--- src/rtl/sbrx_pkg.sv ---
package sbrx_pkg;

  localparam int DEF_CLKS_PER_BIT = 64;
  localparam int DEF_BREAK_CLKS   = 960;
  localparam int DEF_DATA_BITS    = 8;
  localparam int DEF_SYNC_STAGES  = 2;

  // Strobes issued by the control FSM to the datapath
  typedef struct packed {
    logic clrTick;    // hold the bit-time counter at zero
    logic shiftBit;   // shift the synchronised line into the data register
    logic clrBitCnt;  // restart the data-bit counter
    logic loadOut;    // publish byte and framing flag
  } rxStrobes_t;

  typedef enum logic [2:0] {
    ST_IDLE,
    ST_START,
    ST_DATA,
    ST_STOP,
    ST_WAITHI
  } rxState_t;

endpackage

--- src/rtl/sbrx_datapath.sv ---
module sbrx_datapath
  import sbrx_pkg::*;
#(
  parameter int CLKS_PER_BIT = DEF_CLKS_PER_BIT,
  parameter int DATA_BITS    = DEF_DATA_BITS,
  parameter int SYNC_STAGES  = DEF_SYNC_STAGES
) (
  input  logic                 clk,
  input  logic                 rst,
  input  logic                 rxLine,
  input  rxStrobes_t           strb,
  output logic                 lineSync,
  output logic                 halfHit,
  output logic                 fullHit,
  output logic                 lastBit,
  output logic [DATA_BITS-1:0] rxByte,
  output logic                 byteValid,
  output logic                 frameErr
);

  localparam int HALF_BIT = CLKS_PER_BIT / 2;
  localparam int TICK_W   = $clog2(CLKS_PER_BIT);
  localparam int BIT_W    = (DATA_BITS > 1) ? $clog2(DATA_BITS) : 1;

  logic [SYNC_STAGES-1:0] syncReg;
  logic [TICK_W-1:0]      tickCnt;
  logic [BIT_W-1:0]       bitCnt;
  logic [DATA_BITS-1:0]   shiftReg;

  // Synchroniser: idle level is high
  always_ff @(posedge clk) begin
    if (rst) syncReg <= '1;
    else     syncReg <= {syncReg[SYNC_STAGES-2:0], rxLine};
  end
  assign lineSync = syncReg[SYNC_STAGES-1];

  // Bit-time counter
  always_ff @(posedge clk) begin
    if (rst || strb.clrTick) tickCnt <= '0;
    else                     tickCnt <= tickCnt + 1'b1;
  end
  assign halfHit = (tickCnt == TICK_W'(HALF_BIT - 1));
  assign fullHit = (tickCnt == TICK_W'(CLKS_PER_BIT - 1));

  // Data-bit counter
  always_ff @(posedge clk) begin
    if (rst || strb.clrBitCnt) bitCnt <= '0;
    else if (strb.shiftBit)    bitCnt <= bitCnt + 1'b1;
  end
  assign lastBit = (bitCnt == BIT_W'(DATA_BITS - 1));

  // LSB arrives first: shift toward bit 0
  always_ff @(posedge clk) begin
    if (rst)               shiftReg <= '0;
    else if (strb.shiftBit) shiftReg <= {lineSync, shiftReg[DATA_BITS-1:1]};
  end

  // Output registers
  always_ff @(posedge clk) begin
    if (rst) begin
      rxByte    <= '0;
      frameErr  <= 1'b0;
      byteValid <= 1'b0;
    end else begin
      byteValid <= strb.loadOut;
      if (strb.loadOut) begin
        rxByte   <= shiftReg;
        frameErr <= ~lineSync;
      end
    end
  end

endmodule

--- src/rtl/sbrx_control.sv ---
module sbrx_control
  import sbrx_pkg::*;
(
  input  logic       clk,
  input  logic       rst,
  input  logic       lineSync,
  input  logic       halfHit,
  input  logic       fullHit,
  input  logic       lastBit,
  output rxStrobes_t strb
);

  rxState_t state, nextState;

  always_ff @(posedge clk) begin
    if (rst) state <= ST_IDLE;
    else     state <= nextState;
  end

  always_comb begin
    nextState = state;
    strb      = '0;
    unique case (state)
      ST_IDLE: begin
        strb.clrTick   = 1'b1;
        strb.clrBitCnt = 1'b1;
        if (!lineSync) nextState = ST_START;
      end
      ST_START: begin
        if (halfHit) begin
          strb.clrTick = 1'b1;
          nextState    = lineSync ? ST_IDLE : ST_DATA;
        end
      end
      ST_DATA: begin
        if (fullHit) begin
          strb.clrTick  = 1'b1;
          strb.shiftBit = 1'b1;
          if (lastBit) nextState = ST_STOP;
        end
      end
      ST_STOP: begin
        if (fullHit) begin
          strb.clrTick = 1'b1;
          strb.loadOut = 1'b1;
          nextState    = lineSync ? ST_IDLE : ST_WAITHI;
        end
      end
      ST_WAITHI: begin
        strb.clrTick = 1'b1;
        if (lineSync) nextState = ST_IDLE;
      end
      default: nextState = ST_IDLE;
    endcase
  end

endmodule

--- src/rtl/sbrx_lowtimer.sv ---
module sbrx_lowtimer #(
  parameter int BREAK_CLKS = sbrx_pkg::DEF_BREAK_CLKS
) (
  input  logic clk,
  input  logic rst,
  input  logic lineSync,
  output logic breakPulse
);

  localparam int LOW_W = $clog2(BREAK_CLKS + 1);

  logic [LOW_W-1:0] lowCnt;

  // Saturating count of consecutive low cycles
  always_ff @(posedge clk) begin
    if (rst || lineSync)                        lowCnt <= '0;
    else if (lowCnt != LOW_W'(BREAK_CLKS))      lowCnt <= lowCnt + 1'b1;
  end

  always_ff @(posedge clk) begin
    if (rst) breakPulse <= 1'b0;
    else     breakPulse <= ~lineSync && (lowCnt == LOW_W'(BREAK_CLKS - 1));
  end

endmodule

--- src/rtl/sbrx_top.sv ---
module sbrx_top
  import sbrx_pkg::*;
#(
  parameter int CLKS_PER_BIT = DEF_CLKS_PER_BIT,
  parameter int BREAK_CLKS   = DEF_BREAK_CLKS
) (
  input  logic       clk,
  input  logic       rst,
  input  logic       rxLine,
  output logic [7:0] rxByte,
  output logic       byteValid,
  output logic       frameErr,
  output logic       breakPulse
);

  rxStrobes_t strb;
  logic lineSync, halfHit, fullHit, lastBit;

  sbrx_datapath #(
    .CLKS_PER_BIT(CLKS_PER_BIT),
    .DATA_BITS   (8),
    .SYNC_STAGES (DEF_SYNC_STAGES)
  ) dp_i (
    .clk      (clk),
    .rst      (rst),
    .rxLine   (rxLine),
    .strb     (strb),
    .lineSync (lineSync),
    .halfHit  (halfHit),
    .fullHit  (fullHit),
    .lastBit  (lastBit),
    .rxByte   (rxByte),
    .byteValid(byteValid),
    .frameErr (frameErr)
  );

  sbrx_control ctl_i (
    .clk     (clk),
    .rst     (rst),
    .lineSync(lineSync),
    .halfHit (halfHit),
    .fullHit (fullHit),
    .lastBit (lastBit),
    .strb    (strb)
  );

  sbrx_lowtimer #(
    .BREAK_CLKS(BREAK_CLKS)
  ) lt_i (
    .clk       (clk),
    .rst       (rst),
    .lineSync  (lineSync),
    .breakPulse(breakPulse)
  );

endmodule

--- config.mk ---
export PLATFORM = sky130hd
export DESIGN_NAME = sbrx_top
export DESIGN_NICKNAME = d
export VERILOG_FILES = /design/src/rtl/sbrx_pkg.sv /design/src/rtl/sbrx_datapath.sv /design/src/rtl/sbrx_control.sv /design/src/rtl/sbrx_lowtimer.sv /design/src/rtl/sbrx_top.sv
export SDC_FILE = /design/constraint.sdc
export NUM_CORES = 1
export LEC_CHECK = 0
export BUFFER_PORTS_ARGS = -buffer_cell sky130_fd_sc_hd__buf_2
export CORE_UTILIZATION = 25
export CTS_BUF_LIST = sky130_fd_sc_hd__clkbuf_4 sky130_fd_sc_hd__clkbuf_8
export DETAILED_ROUTE_END_ITERATION = 10
export GPL_ROUTABILITY_DRIVEN = 1
export PLACE_DENSITY = 0.43
export SYNTH_ARGS = -nofsm -noshare
export SYNTH_HDL_FRONTEND = slang
export SYNTH_SLANG_ARGS = --single-unit
--- constraint.sdc ---
create_clock -name clk -period 1.8 [get_ports clk]
set_input_delay 0.36 -clock clk [delete_from_list [all_inputs] [get_ports clk]]
set_output_delay 0.36 -clock clk [all_outputs]
set_load 0.01 [all_outputs]
==> summary.txt <==
Pwr
  – Maximum VDD drop: between 0.3 and 0.4 mV
  – Lkg Pwr: approximately 0.81 nW
  – Power Dens Cells: 809 nW/µm²

Yosys
  – Post-synth top area share: 0.460
  – Post-synth ARST share: 0
  – Post-Synth Adder-Cell Area: 0.0334
  – Main synth FF type: dfxtp_1
  – Most common cell in the netlist: dfxtp_1
  – Top area cells in the synthesized netlist: dfxtp_1, mux2i_1, nand3_1, a21oi_1, ha_1
  – Synth Cell Area: approximately 1900 µm²
  – Post-Syn Instances: a little over 200
  – Yosys warning total: 0
  – Synth area leader: dfxtp_1
  – Mean Syn Cell Area: between 9 and 10 µm²
  – Synth cell types: 39
  – Synth top cells by count: dfxtp_1, nand3_1, a21oi_1
  – Yosys reg bits: 43
  – Synth Area in XOR/XNOR: 0.0281
  – Sequential fraction of the synthesis area: 0.460
  – Mux contribution to synthesized area: 0.0641
  – Largest family of logic cells by synthesized area: simple AND/OR/NAND/NOR gates
  – Simple-gate portion of the synthesized area: 0.251
  – EDFF count, synth: 0
  – Synth Area in Compound Gates: 0.119
  – Net Count, Synth: 211

Timing
  – Final setup vio count: 0
  – Final hold violations: 0
  – Setup ws final: 0.196 ns
  – Setup TNS: 0 ns
  – Worst-margin pin slew: around 0.39 ns
  – Final period util: 0.891
  – F_max: between 0.6 and 0.7 GHz
  – Rel. slew slack: 0.740
  – RSZ-0062 raised after global routing: false
  – Max-slew violation count: 0
  – Final Skew: around 0.0052 ns
  – Minimum clock period: 1.60 ns

Placed design
  – Placed instance count: roughly 310
  – Post-Place Setup Slack: 0.0947 ns
  – IO buf count: 13
  – Final Wtd Congestion: 0.694
  – Dpl cell area: about 2100 µm²
  – Detailed-placement wirelength estimate: around 2600 µm

Finish
  – Fin nets: 227
  – Design area: between 2000 and 2500 µm²
  – Inserted Diodes: 0
  – Area of the multi-input gates: 931 µm²
  – Area Growth Syn to Fin: 17.0%
  – Layout cell share with drive strength beyond 1: 0.155
  – Fill cell count: 794
  – Sequential Area: 861 µm²
  – Post-Layout Cell Count: between 300 and 400

Clock network
  – Htree depth: 2
  – TritonCTS Buffers: 5
  – Worst-skew pair later-pin latency: around 0.30 ns
  – Clock sinks: 43
  – Root buffer cell: clkbuf_8
  – TritonCTS clock tree: done
  – Clock Tree Buf Depth: 2
  – CTS clk-pin slew, worst paths: approximately 0.08 ns
  – Hold Buf Count CTS: 0

Routing
  – Routed len/inst: approximately 12 µm
  – WL final: about 3800 µm
  – Post-DRT Antenna Nets: 0
  – Vias per cell: between 4 and 5
  – Drt initial violations: between 60 and 70
  – Routed vias: ~1.5k
  – First-pass DRT Iterations: 4
  – DRC: 0

Global route
  – Largest net degree at the start of global routing: 19
  – First-pass GRT wire length: around 6600 µm
  – Initial antenna violation count: 0
  – Tot GR Track Use: 0.111
  – Vias in the first global route: between 1k and 1.5k
  – Total gr overflow: 0

Critical path
  – Crit path kind: flop to flop
  – Crit end category: flop
  – Crit path largest cell delay: approximately 0.36 ns
  – CP Data Required Time: between 2 and 2.5 ns
  – WP buf/inv: 2
  – Arrival @ worst endpoint: 1.83 ns
  – Crit path max-delay family: simple AND/OR/NAND/NOR gates
  – Worst Path Max Fanout: 10
  – Slowest stage cell, crit path: dfxtp_1
  – Cells along the critical path: ha_1 -> nand4_1 -> buf_4 -> nor4_4 -> buf_4 -> mux2i_1
  – Cell mode on critical path: buf_4
  – Crit path launch type: flop

Status
  – Outcome: completed

Hold path
  – Min-delay worst type: input port to flop

Floorplanning
  – CORE AREA: 7250 µm²
  – Die width: slightly below 90 µm
  – Die area: roughly 7800 µm²
  – Initial Util: 0.258
  – Top-Level Pins: 14
  – Rows: 31
  – Die H: 88.6 µm

Flow run
  – Max Cap Viol: 0
-- worst reg2reg max path, delay by kind of cell, from the launching register on --
family | cells | cell delay [ns]
multiplexers | 1 | 0.17
buffers and inverters | 2 | 0.39
flip-flops | 1 | 0.36
adder cells (fa/ha/maj) | 1 | 0.23
AND/OR/NAND/NOR | 2 | 0.39
-- worst paths after layout --
kind,slack [ns],startpoint,cells after the start,to
setup / recovery,0.20,dp_i.tickCnt[0]$_SDFF_PP0_,6,dp_i.bitCnt[1]$_SDFFE_PP0P_
hold / removal,0.25,rxLine,2,dp_i.syncReg[0]$_SDFF_PP1_
setup reg to reg,0.20,dp_i.tickCnt[0]$_SDFF_PP0_,6,dp_i.bitCnt[1]$_SDFFE_PP0P_
hold reg to reg,0.42,dp_i.syncReg[0]$_SDFF_PP1_,1,dp_i.syncReg[1]$_SDFF_PP1_
-- registers in the layout, summed over array words and instances (netlist names) --
register / flops
dp_i.frameErr: 1
ctl_i.state: 3
dp_i.byteValid: 1
dp_i.tickCnt: 6
dp_i.syncReg: 2
dp_i.bitCnt: 3
dp_i.shiftReg: 8
dp_i.rxByte: 8
lt_i.breakPulse: 1
lt_i.lowCnt: 10
-- cell usage in the layout, fill, tap and decap left out, types with 2 or more instances in the layout --
| cell | n |
|---|---|
| buf_4 | 9 |
| nand3_1 | 18 |
| nor2_1 | 13 |
| inv_1 | 7 |
| nand2_1 | 8 |
| ha_1 | 5 |
| or2_2 | 2 |
| o21ai_0 | 11 |
| xnor2_1 | 2 |
| and3_1 | 2 |
| o31ai_1 | 2 |
| or3_1 | 3 |
| clkbuf_8 | 6 |
| dfxtp_1 | 43 |
| buf_2 | 13 |
| a311o_1 | 2 |
| a21oi_1 | 16 |
| and4_1 | 3 |
| nand3b_1 | 5 |
| or4_1 | 2 |
| xor2_1 | 4 |
| mux2i_1 | 12 |
| nand2b_1 | 9 |
| nand4_1 | 4 |
| nor3_1 | 3 |
-- per-stage QoR --
step	hold slack [ns]	power, mW	util
2_1_floorplan	0.389	1.01	-
3_3_place_gp	0.407	1.02	0.285
3_5_place_dp	0.400	1.02	0.285
4_1_cts	0.239	1.81	0.302
5_1_grt	0.255	1.85	0.302
6_report	0.251	1.77	0.302
-- logic make-up (layout without fill, tap and decap cells) --
| group | Yosys count | count (layout) |
|---|---|---|
| compound gates | 37 | 37 |
| xor+xnor | 6 | 6 |
| fa+ha+maj | 5 | 5 |
| buf+inv | 20 | 37 |
| flops | 43 | 43 |
| mux | 12 | 12 |
| simple gates | 80 | 80 |
-- layout make-up --
type                            count  share of cell area
Clock buffer                        6              0.0377
Clock inverter                      2              0.0160
Inverter                            7              0.0120
Multi-Input combinational cell    140               0.425
Sequential cell                    43               0.393
Tap cell                           99              0.0565
Timing Repair Buffer               22              0.0605
-- power breakdown --
group / switching [mW] / total, mW / leakage, nW / internal (mW)
clock network: 0.329 / 0.778 / 0.0612 / 0.449
registers: 0.00700 / 0.962 / 0.347 / 0.955
logic: 0.0200 / 0.0346 / 0.399 / 0.0146
-- timing repair --
item / 4_1_cts / 5_1_grt
hold endpoints to repair: 0 / 0
gates resized for setup: 0 / 1
endpoints found under the setup margin: 0 / 6
setup buffers: 0 / 0
-- routing by layer --
layer	vias up	wire length [µm]	global-route usage
met5	-	0	0
met4	0	95	0.0499
met3	8	114	0.0280
met2	28	1580	0.171
met1	695	1960	0.147
li1	760	-	-
Note: power is estimated with default switching activity, not from simulation.
